--- config.mk ---
export PLATFORM = sky130hd
export DESIGN_NAME = pclk_word_calc
export DESIGN_NICKNAME = d
export VERILOG_FILES = /design/src/rtl/pclk_word_pkg.sv /design/src/rtl/pclk_divider.sv /design/src/rtl/pclk_word_pack.sv /design/src/rtl/pclk_word_calc.sv
export SDC_FILE = /design/constraint.sdc
export NUM_CORES = 1
export LEC_CHECK = 0
export ABC_AREA = 1
export CAP_MARGIN = 20
export CORE_ASPECT_RATIO = 2
export CORE_UTILIZATION = 50
export DETAILED_ROUTE_END_ITERATION = 10
export GPL_TIMING_DRIVEN = 1
export PLACE_DENSITY = 0.64
export SLEW_MARGIN = 20
export SYNTH_ARGS = -nofsm -noshare
export SYNTH_HDL_FRONTEND = slang
export SYNTH_SLANG_ARGS = --single-unit
--- constraint.sdc ---
create_clock -name clk -period 5.99 [get_ports clk]
set_input_delay 0.8985 -clock clk [delete_from_list [all_inputs] [get_ports clk]]
set_output_delay 0.8985 -clock clk [all_outputs]
set_load 0.02 [all_outputs]
--- src/rtl/pclk_word_pkg.sv ---
package pclk_word_pkg;

  typedef enum logic [2:0] {
    ST_IDLE,
    ST_FREQ,
    ST_RANGE,
    ST_SCALE,
    ST_FBDIV,
    ST_ROUND,
    ST_FIN
  } calc_state_t;

  function automatic logic [1:0] post_code(input logic [3:0] post);
    case (post)
      4'd1:    post_code = 2'b11;
      4'd2:    post_code = 2'b10;
      4'd4:    post_code = 2'b01;
      default: post_code = 2'b00;
    endcase
  endfunction

  function automatic logic [15:0] pack_word(input logic [15:0] fb,
                                            input logic [15:0] bias,
                                            input logic [3:0]  post,
                                            input logic [15:0] stop_bits);
    logic [15:0] base;
    base = fb - bias;
    pack_word = base | {5'd0, post_code(post), 9'd0} | stop_bits;
  endfunction

endpackage

--- src/rtl/pclk_divider.sv ---
module pclk_divider #(
  parameter int W = 32
) (
  input  logic         clk,
  input  logic         rst_n,
  input  logic         go,
  input  logic [W-1:0] dividend,
  input  logic [W-1:0] divisor,
  output logic         fin,
  output logic [W-1:0] quotient
);
  localparam int CW = $clog2(W + 1);

  logic [W-1:0]  rem_q;
  logic [W-1:0]  quo_q;
  logic [CW-1:0] cnt_q;
  logic          run_q;
  logic [W:0]    shifted;
  logic          fits;

  assign shifted = {rem_q, quo_q[W-1]};
  assign fits    = shifted >= {1'b0, divisor};

  always_ff @(posedge clk or negedge rst_n) begin
    if (!rst_n) begin
      rem_q <= '0;
      quo_q <= '0;
      cnt_q <= '0;
      run_q <= 1'b0;
      fin   <= 1'b0;
    end else begin
      fin <= 1'b0;
      if (go) begin
        rem_q <= '0;
        quo_q <= dividend;
        cnt_q <= CW'(W);
        run_q <= 1'b1;
      end else if (run_q) begin
        if (fits) rem_q <= W'(shifted - {1'b0, divisor});
        else      rem_q <= shifted[W-1:0];
        quo_q <= {quo_q[W-2:0], fits};
        cnt_q <= cnt_q - 1'b1;
        if (cnt_q == CW'(1)) begin
          run_q <= 1'b0;
          fin   <= 1'b1;
        end
      end
    end
  end

  assign quotient = quo_q;
endmodule

--- src/rtl/pclk_word_pack.sv ---
module pclk_word_pack #(
  parameter logic [15:0] BIAS      = 16'd257,
  parameter logic [15:0] STOP_BITS = 16'h1800
) (
  input  logic [15:0] fb,
  input  logic [3:0]  post,
  output logic [15:0] word
);
  import pclk_word_pkg::*;
  assign word = pack_word(fb, BIAS, post, STOP_BITS);
endmodule

--- src/rtl/pclk_word_calc.sv ---
module pclk_word_calc #(
  parameter int          W         = 32,
  parameter int          NUMERATOR = 100000000,
  parameter int          F_MAX     = 15938,
  parameter int          F_MIN     = 1000,
  parameter int          F_VCO_LOW = 8000,
  parameter int          REF_MUL   = 46,
  parameter int          REF_FREQ  = 1432,
  parameter int          SCALE     = 1000,
  parameter logic [15:0] BIAS      = 16'd257,
  parameter logic [15:0] STOP_BITS = 16'h1800
) (
  input  logic         clk,
  input  logic         rst_n,
  input  logic         start,
  input  logic [31:0]  period_ps,
  output logic         busy,
  output logic         done,
  output logic         err,
  output logic [15:0]  word,
  output logic [3:0]   post_div
);
  import pclk_word_pkg::*;

  localparam logic [W-1:0] FB_MUL = W'(REF_MUL * SCALE);
  localparam logic [W-1:0] HALF   = W'(SCALE / 2);

  calc_state_t  st_q;
  logic [W-1:0] freq_q;
  logic [3:0]   post_q;
  logic         dv_go;
  logic [W-1:0] dv_a, dv_b;
  logic         dv_fin;
  logic [W-1:0] dv_q;
  logic [15:0]  packed_word;
  logic         req_accept;
  logic         out_of_range;

  assign req_accept   = start && (st_q == ST_IDLE);
  assign out_of_range = (freq_q > W'(F_MAX)) || (freq_q < W'(F_MIN));

  pclk_divider #(.W(W)) u_div (
    .clk(clk), .rst_n(rst_n), .go(dv_go),
    .dividend(dv_a), .divisor(dv_b),
    .fin(dv_fin), .quotient(dv_q)
  );

  pclk_word_pack #(.BIAS(BIAS), .STOP_BITS(STOP_BITS)) u_pack (
    .fb(dv_q[15:0]), .post(post_q), .word(packed_word)
  );

  always_ff @(posedge clk or negedge rst_n) begin
    if (!rst_n) begin
      st_q     <= ST_IDLE;
      freq_q   <= '0;
      post_q   <= 4'd1;
      dv_go    <= 1'b0;
      dv_a     <= '0;
      dv_b     <= '0;
      err      <= 1'b0;
      word     <= '0;
      post_div <= '0;
    end else begin
      dv_go <= 1'b0;
      case (st_q)
        ST_IDLE: if (req_accept) begin
          err      <= 1'b0;
          word     <= '0;
          post_div <= '0;
          post_q   <= 4'd1;
          if (period_ps == '0) begin
            err  <= 1'b1;
            st_q <= ST_FIN;
          end else begin
            dv_a  <= W'(NUMERATOR);
            dv_b  <= W'(period_ps);
            dv_go <= 1'b1;
            st_q  <= ST_FREQ;
          end
        end
        ST_FREQ: if (dv_fin) begin
          freq_q <= dv_q;
          st_q   <= ST_RANGE;
        end
        ST_RANGE: begin
          if (out_of_range) begin
            err  <= 1'b1;
            st_q <= ST_FIN;
          end else begin
            st_q <= ST_SCALE;
          end
        end
        ST_SCALE: begin
          if (freq_q < W'(F_VCO_LOW)) begin
            freq_q <= freq_q << 1;
            post_q <= post_q << 1;
          end else begin
            dv_a  <= freq_q * FB_MUL;
            dv_b  <= W'(REF_FREQ);
            dv_go <= 1'b1;
            st_q  <= ST_FBDIV;
          end
        end
        ST_FBDIV: if (dv_fin) begin
          dv_a  <= dv_q + HALF;
          dv_b  <= W'(SCALE);
          dv_go <= 1'b1;
          st_q  <= ST_ROUND;
        end
        ST_ROUND: if (dv_fin) begin
          word     <= packed_word;
          post_div <= post_q;
          st_q     <= ST_FIN;
        end
        default: st_q <= ST_IDLE;
      endcase
    end
  end

  assign busy = (st_q != ST_IDLE);
  assign done = (st_q == ST_FIN);
endmodule

Word level (Yosys, flattened, before mapping) --
Index checks and enable logic that the tools add are counted.
Word-level totals: bits of input ports 35, word-level logic and storage cells 112, bits in latches 0, register bits after elaboration 197, bits in writable memories 0, memories kept 0, bits in read-only memories 0
Operators by class: shift-type cells 0, reductions and logical operators 17, bitwise gates (word level) 1, divide/modulo/power cells 0, order comparisons 4, eq/ne operators 18, $add $sub $neg 4, multiply operators 1, muxes and demuxes 53
Operator list (count):
- 2-to-1 mux 32 bit | 15
- case mux 32 bit (3 select lines) | 2
- case mux 32 bit (2 select lines) | 1
- greater-or-equal comparator 33 x 32 -> 1 bit | 1
- adder 32 x 9 -> 32 bit (second input constant) | 1
- > comparator 32 x 14 -> 1 bit (second input constant) | 1
- zero test 32 bit | 1
- less-than comparator 32 x 10 -> 1 bit (second input constant) | 1
- less-than comparator 32 x 13 -> 1 bit (second input constant) | 1
- multiplier 32 x 12 -> 28 bit (second input constant) | 1
- 2-to-1 mux 16 bit | 2
- case mux 16 bit (2 select lines) | 1
- subtractor 32 bit | 1
- 2-to-1 mux 3 bit | 7
- case mux 3 bit (6 select lines) | 1
- 2-to-1 mux 4 bit | 4
- OR 16 x 11 -> 16 bit | 1
- case mux 4 bit (2 select lines) | 2
- subtractor 16 x 9 -> 16 bit (second input constant) | 1
- 2-to-1 mux 1 bit | 13
- 2-to-1 mux 6 bit | 2
- AND reduction 3 bit | 4
- != test 2 bit (second input constant) | 5
- AND reduction 5 bit | 2
- other kinds (17) | 27

Longest topological paths before layout --
word-level depth 5, mapped depth 25

Cells and area by module --
From an unflattened synthesis, not the netlist that was laid out.
Second synthesis, totals: cells, all modules 2682, area, all modules 19064.5 sq um
By module, submodules not included:
- pclk_word_calc | area an instance 12515.8 sq um, cells each 1614, times used 1, sequential area each 3129.3 sq um
- pclk_divider | area an instance 6069.6 sq um, cells each 970, times used 1, sequential area each 1801.7 sq um
- pclk_word_pack | area an instance 479.2 sq um, cells each 98, times used 1, sequential area each 0.0 sq um

Worst setup path before layout --
OpenSTA, ideal clock, no wires.
kind flip-flop to flip-flop, start register freq_q[6], end register dv_a[31], clock period less this slack 4.299 ns, stages on the path, launching flop included 22, arrival time 4.222 ns, library setup time 0.077 ns, data required time 5.913 ns, path buffers 0, setup slack 1.691 ns, cells stage by stage dfrtp_1 > fa_1 > ha_1 > inv_1 > fa_1 > inv_1 > fa_1 > inv_1 > fa_1 > inv_1 > ha_1 > nand2_1 > inv_1 > a21oi_1 > nand2_1 > nand2_1 > inv_1 > nor2_1 > inv_1 > nand2_1 > nand3_1 > a21oi_1
Between the ends: word-level cells in the longest chain between the ends 3
RTL lines:
- from (decl) | line pclk_word_calc.sv:29 | logic [W-1:0] freq_q;
- from (signal assigned) | line pclk_word_calc.sv:82 | freq_q <= dv_q;
- from (signal assigned) | line pclk_word_calc.sv:95 | freq_q <= freq_q << 1;
- multiplier 32 x 12 -> 28 bit or less-than comparator 32 x 13 -> 1 bit (tied branches) | line pclk_word_calc.sv:98, pclk_word_calc.sv:94
- 2-to-1 mux 32 bit or != test 2 bit (tied branches)
- case mux 32 bit (3 select lines) or AND reduction 5 bit (tied branches)
- to (signal assigned) | line pclk_word_calc.sv:75 | dv_a <= W'(NUMERATOR);
- to (signal assigned) | line pclk_word_calc.sv:98 | dv_a <= freq_q * FB_MUL;
- to (signal assigned) | line pclk_word_calc.sv:105 | dv_a <= dv_q + HALF;
- to (decl) | line pclk_word_calc.sv:32 | logic [W-1:0] dv_a, dv_b;
Several ways; a longest one is shown, not always the timed one. The select of a mux whose other input is x is not followed. A chain may end at the register's enable or synchronous reset.

Worst setup path in the final report --
start register freq_q[7], end register dv_a[31]
Same word-level chain as after synthesis.

==> flow_summary.rst <==
.. list-table::
   :header-rows: 1

   * - Metric
     - Value
   * - Layout cell share with drive strength beyond 1
     - 2.319%
   * - Starting utilization of the core area
     - 50.85%
   * - Proportion of netlist area held by the largest area contributor
     - 26.26%
   * - Category of the worst setup path launch point
     - register
   * - Run status
     - completed
   * - Number of hold violations in the final report
     - 0
   * - Antenna cells
     - 0
   * - Combined area of the multi-input logic cells
     - 11460 um2
   * - Setup-failing EPs final
     - 0
   * - Met3 Resource Use GR
     - 3.098%
   * - Hold WC Path Type
     - in2async
   * - Global routing usage on met1
     - 29.92%
   * - Placer's final routability congestion estimate
     - 1.036
   * - Final core area utilization
     - 55.20%
   * - Syn Area/Cell
     - 7.152 um2
   * - WL per Instance
     - 20.43 um
   * - Area occupied by registers
     - 4906 um2
   * - Worst setup margin
     - 740.3 ps
   * - Worst clock skew
     - 18.73 ps
   * - Remaining number of nets flagged by the antenna check after routing
     - 0
   * - CTS tree
     - built
   * - Setup TNS Final
     - 0 ps
   * - Number of warnings printed during yosys synthesis
     - 0
   * - Critical Setup Path Class
     - reg2reg
   * - Post-synthesis cell type with the largest combined area
     - dfrtp_1
   * - Net count, final
     - 2930
   * - Remaining global-route overflow
     - 0
   * - Count of pins over their slew limit
     - 0
   * - Max incr delay on CP
     - 680 ps
   * - Fillcell total
     - 3679
   * - Family with the most delay on the worst path
     - adder cells
   * - Clock slew at reported path FFs
     - 90 ps
   * - Predominant post-synthesis flop cell
     - dfrtp_1
   * - First DRT Iteration DRCs
     - 815
   * - Buffer count from post-CTS setup fixing
     - 0
   * - # placed instances
     - 3052
   * - First drt pass iteration count
     - 5
   * - Floorplan Core Area
     - 36540 um2
   * - Synth top area cells
     - dfrtp_1 (26%), nand2_1 (14%), fa_1 (13%)
   * - Number of vias per cell after detailed routing
     - 5.482
   * - Least-Margin Pin Slew
     - 1048 ps
   * - Vias in the first global route
     - 17750
   * - Total number of vias
     - 16910
   * - Die Y-Extent
     - 274.6 um
   * - Crit path max fanout
     - 10
   * - Clock Root Buffer
     - clkbuf_16
   * - Combined area of all synthesized cells
     - 18580 um2
   * - Top Ports
     - 58
   * - Proportion of synthesized chip area in sequential cells
     - 26.40%
   * - Std-Cell Rows
     - 99
   * - Final wirelength
     - 63010 um
   * - Yosys cell types
     - 42
   * - Area enclosed by the die boundary
     - 37990 um2
   * - Arrival time at the worst endpoint
     - 5640 ps
   * - Syn Inst Count
     - 2598
   * - Chip Width
     - 138.3 um
   * - Drc violations
     - 0
   * - Buffers plus inverters on the worst setup path
     - 7
   * - Crit path top cell by count
     - inv_1
   * - HPWL after DPL
     - 50900 um
   * - Minimum clock period after layout
     - 5250 ps
   * - Global-route track usage on met2
     - 69.06%
   * - Pin count of the biggest net entering global routing
     - 102
   * - Unrepaired setup endpoints after global routing
     - no
   * - Maximum frequency from static timing analysis
     - 190.5 MHz
   * - Number of buffers inserted by hold repair at cts
     - 0
   * - Worst slack, placed
     - 714.5 ps
   * - Number of antenna violations at the first check in global routing
     - 0
   * - Number of buffers added by the clock tree synthesis step
     - 17
   * - Sinks on Clock Net
     - 196
   * - Post-synth ARST share
     - 100.0%
   * - Number of max-cap violations
     - 0
   * - Number of resized instances in the post-cts repair step
     - 0
   * - Synthesis-to-finish area growth
     - 8.552%
   * - Number of nets produced by synthesis
     - 2911
   * - Number of enable-type register cells in the synthesized netlist
     - 0
   * - Busiest layer in global routing
     - met2
   * - H-tree depth
     - 4
   * - Remaining max-slew budget at the tightest pin
     - 30.13%
   * - Post-Layout Cell Count
     - 3084
   * - Period Utilization, post-route
     - 87.64%
   * - Clock latency at the later pin of the worst-skew pair
     - 480 ps
   * - Global-route wire length before repair
     - 97120 um
   * - GR Util All Layers
     - 34.44%
   * - List of cells traversed by the critical path
     - fa_1 > ha_1 > inv_1 > fa_1 > inv_1 > fa_1 > inv_1 > fa_1 > inv_1 > ha_1 > nand2_1 > inv_1 > a21oi_1 > nand2_1 > nand2_1 > inv_1 > nor2_1 > inv_1 > nand2_1 > nand3_1 > a21oi_1
   * - Worst-path cell with the longest stage delay
     - dfrtp_1
   * - Maximum root-to-sink buffer count
     - 2
   * - Worst Setup End Kind
     - register
   * - Count of input and output buffers
     - 57
   * - Synthesized flop and latch total
     - 196
   * - CP Data Required Time
     - 6380 ps
-- metal layers --
layer  up-vias  wire [um]
li1       8239          -
met1      8016      20060
met2       423      35240
met3       227       1740
met4         0       5968
met5         -          0
-- cells by family (layout without fill, tap and decap cells) --
family / count (synthesis) / after routing / synth area share (%)
AO/OA/AOI/OAI: 355 / 355 / 10.81
AND/OR/NAND/NOR: 1160 / 1160 / 25.98
flip-flops: 196 / 196 / 26.40
XOR/XNOR: 27 / 27 / 1.273
buffers and inverters: 582 / 614 / 12.04
adder cells (fa/ha/maj): 278 / 278 / 23.49
-- flip-flops by register name, summed over array words and instances, names as in the netlist, 3 cells and up --
name            count
u_div.quotient     32
u_div.cnt_q         6
freq_q             32
dv_a               32
dv_b               32
u_div.rem_q        32
st_q                3
post_q              4
post_div            4
word               15
-- worst register-to-register path, stage by stage (launching register included) --
cell	delay (ps)
dfrtp_1	680
fa_1	510
ha_1	290
inv_1	40
fa_1	470
inv_1	60
fa_1	530
inv_1	60
fa_1	540
inv_1	40
ha_1	370
nand2_1	180
inv_1	60
a21oi_1	300
nand2_1	230
nand2_1	120
inv_1	40
nor2_1	280
inv_1	80
nand2_1	80
nand3_1	60
a21oi_1	160
-- final timing paths --
kind | startpoint | end | slack, ps | depth (start not counted)
worst max-delay path | freq_q[7]$_DFFE_PN0P_ | dv_a[31]$_DFFE_PN0P_ | 740 | 21
worst min-delay path | rst_n | u_div.rem_q[27]$_DFFE_PN0P_ | 440 | 1
worst max register to register | freq_q[7]$_DFFE_PN0P_ | dv_a[31]$_DFFE_PN0P_ | 740 | 21
worst min register to register | dv_a[4]$_DFFE_PN0P_ | dv_a[4]$_DFFE_PN0P_ | 480 | 2
max in group asynchronous | rst_n | freq_q[9]$_DFFE_PN0P_ | 4270 | 2
min in group clk | dv_a[4]$_DFFE_PN0P_ | dv_a[4]$_DFFE_PN0P_ | 480 | 2
-- area by class of cell --
class,instances,share of cell area [%]
clock buffers,17,2.109
clock inverters,15,1.104
inverters,513,9.547
multi-input cells,1820,56.81
flip-flops and latches,196,24.32
well taps,454,2.816
repair buffers,69,3.294
-- through the flow --
step / area (um2) / hold WS [ps]
floorplan: 18580 / 442.4
global placement: 19520 / 456.0
CTS: 20170 / 483.8
global route: 20170 / 513.4
finish: 20170 / 441.6
detailed placement: 19520 / 464.0
-- cell usage after synthesis (2+ instances only) --
cell type,instances
nand2_1,691
inv_1,509
nand3_1,200
dfrtp_1,195
nor2_1,173
o21ai_0,163
ha_1,160
fa_1,118
a21oi_1,91
o211ai_1,62
clkbuf_1,36
nor3_1,31
nand4_1,30
buf_2,20
xnor2_1,14
xor2_1,13
a31oi_1,10
o21bai_1,10
nand3b_1,9
and2_1,8
buf_4,7
o22ai_1,7
nor4_1,6
buf_1,5
and3_1,4
inv_2,4
o31ai_1,3
a21o_1,2
nand2_2,2
o21a_1,2
or2_2,2
-- cell usage in the layout, fill, tap and decap left out, types with 12 or more instances in the layout --
cell type        Yosys  layout
nand2_1            691     689
inv_1              509     508
nand3_1            200     200
dfrtp_1            195     195
nor2_1             173     171
o21ai_0            163     163
ha_1               160     160
fa_1               118     118
a21oi_1             91      91
o211ai_1            62      62
clkdlybuf4s50_1      0      56
nor3_1              31      31
nand4_1             30      30
clkbuf_16            0      17
xnor2_1             14      14
xor2_1              13      13
buf_4                7      12
Power is not shown: default switching activity piles up to over one toggle a cycle in this logic, so the estimate is an artifact.
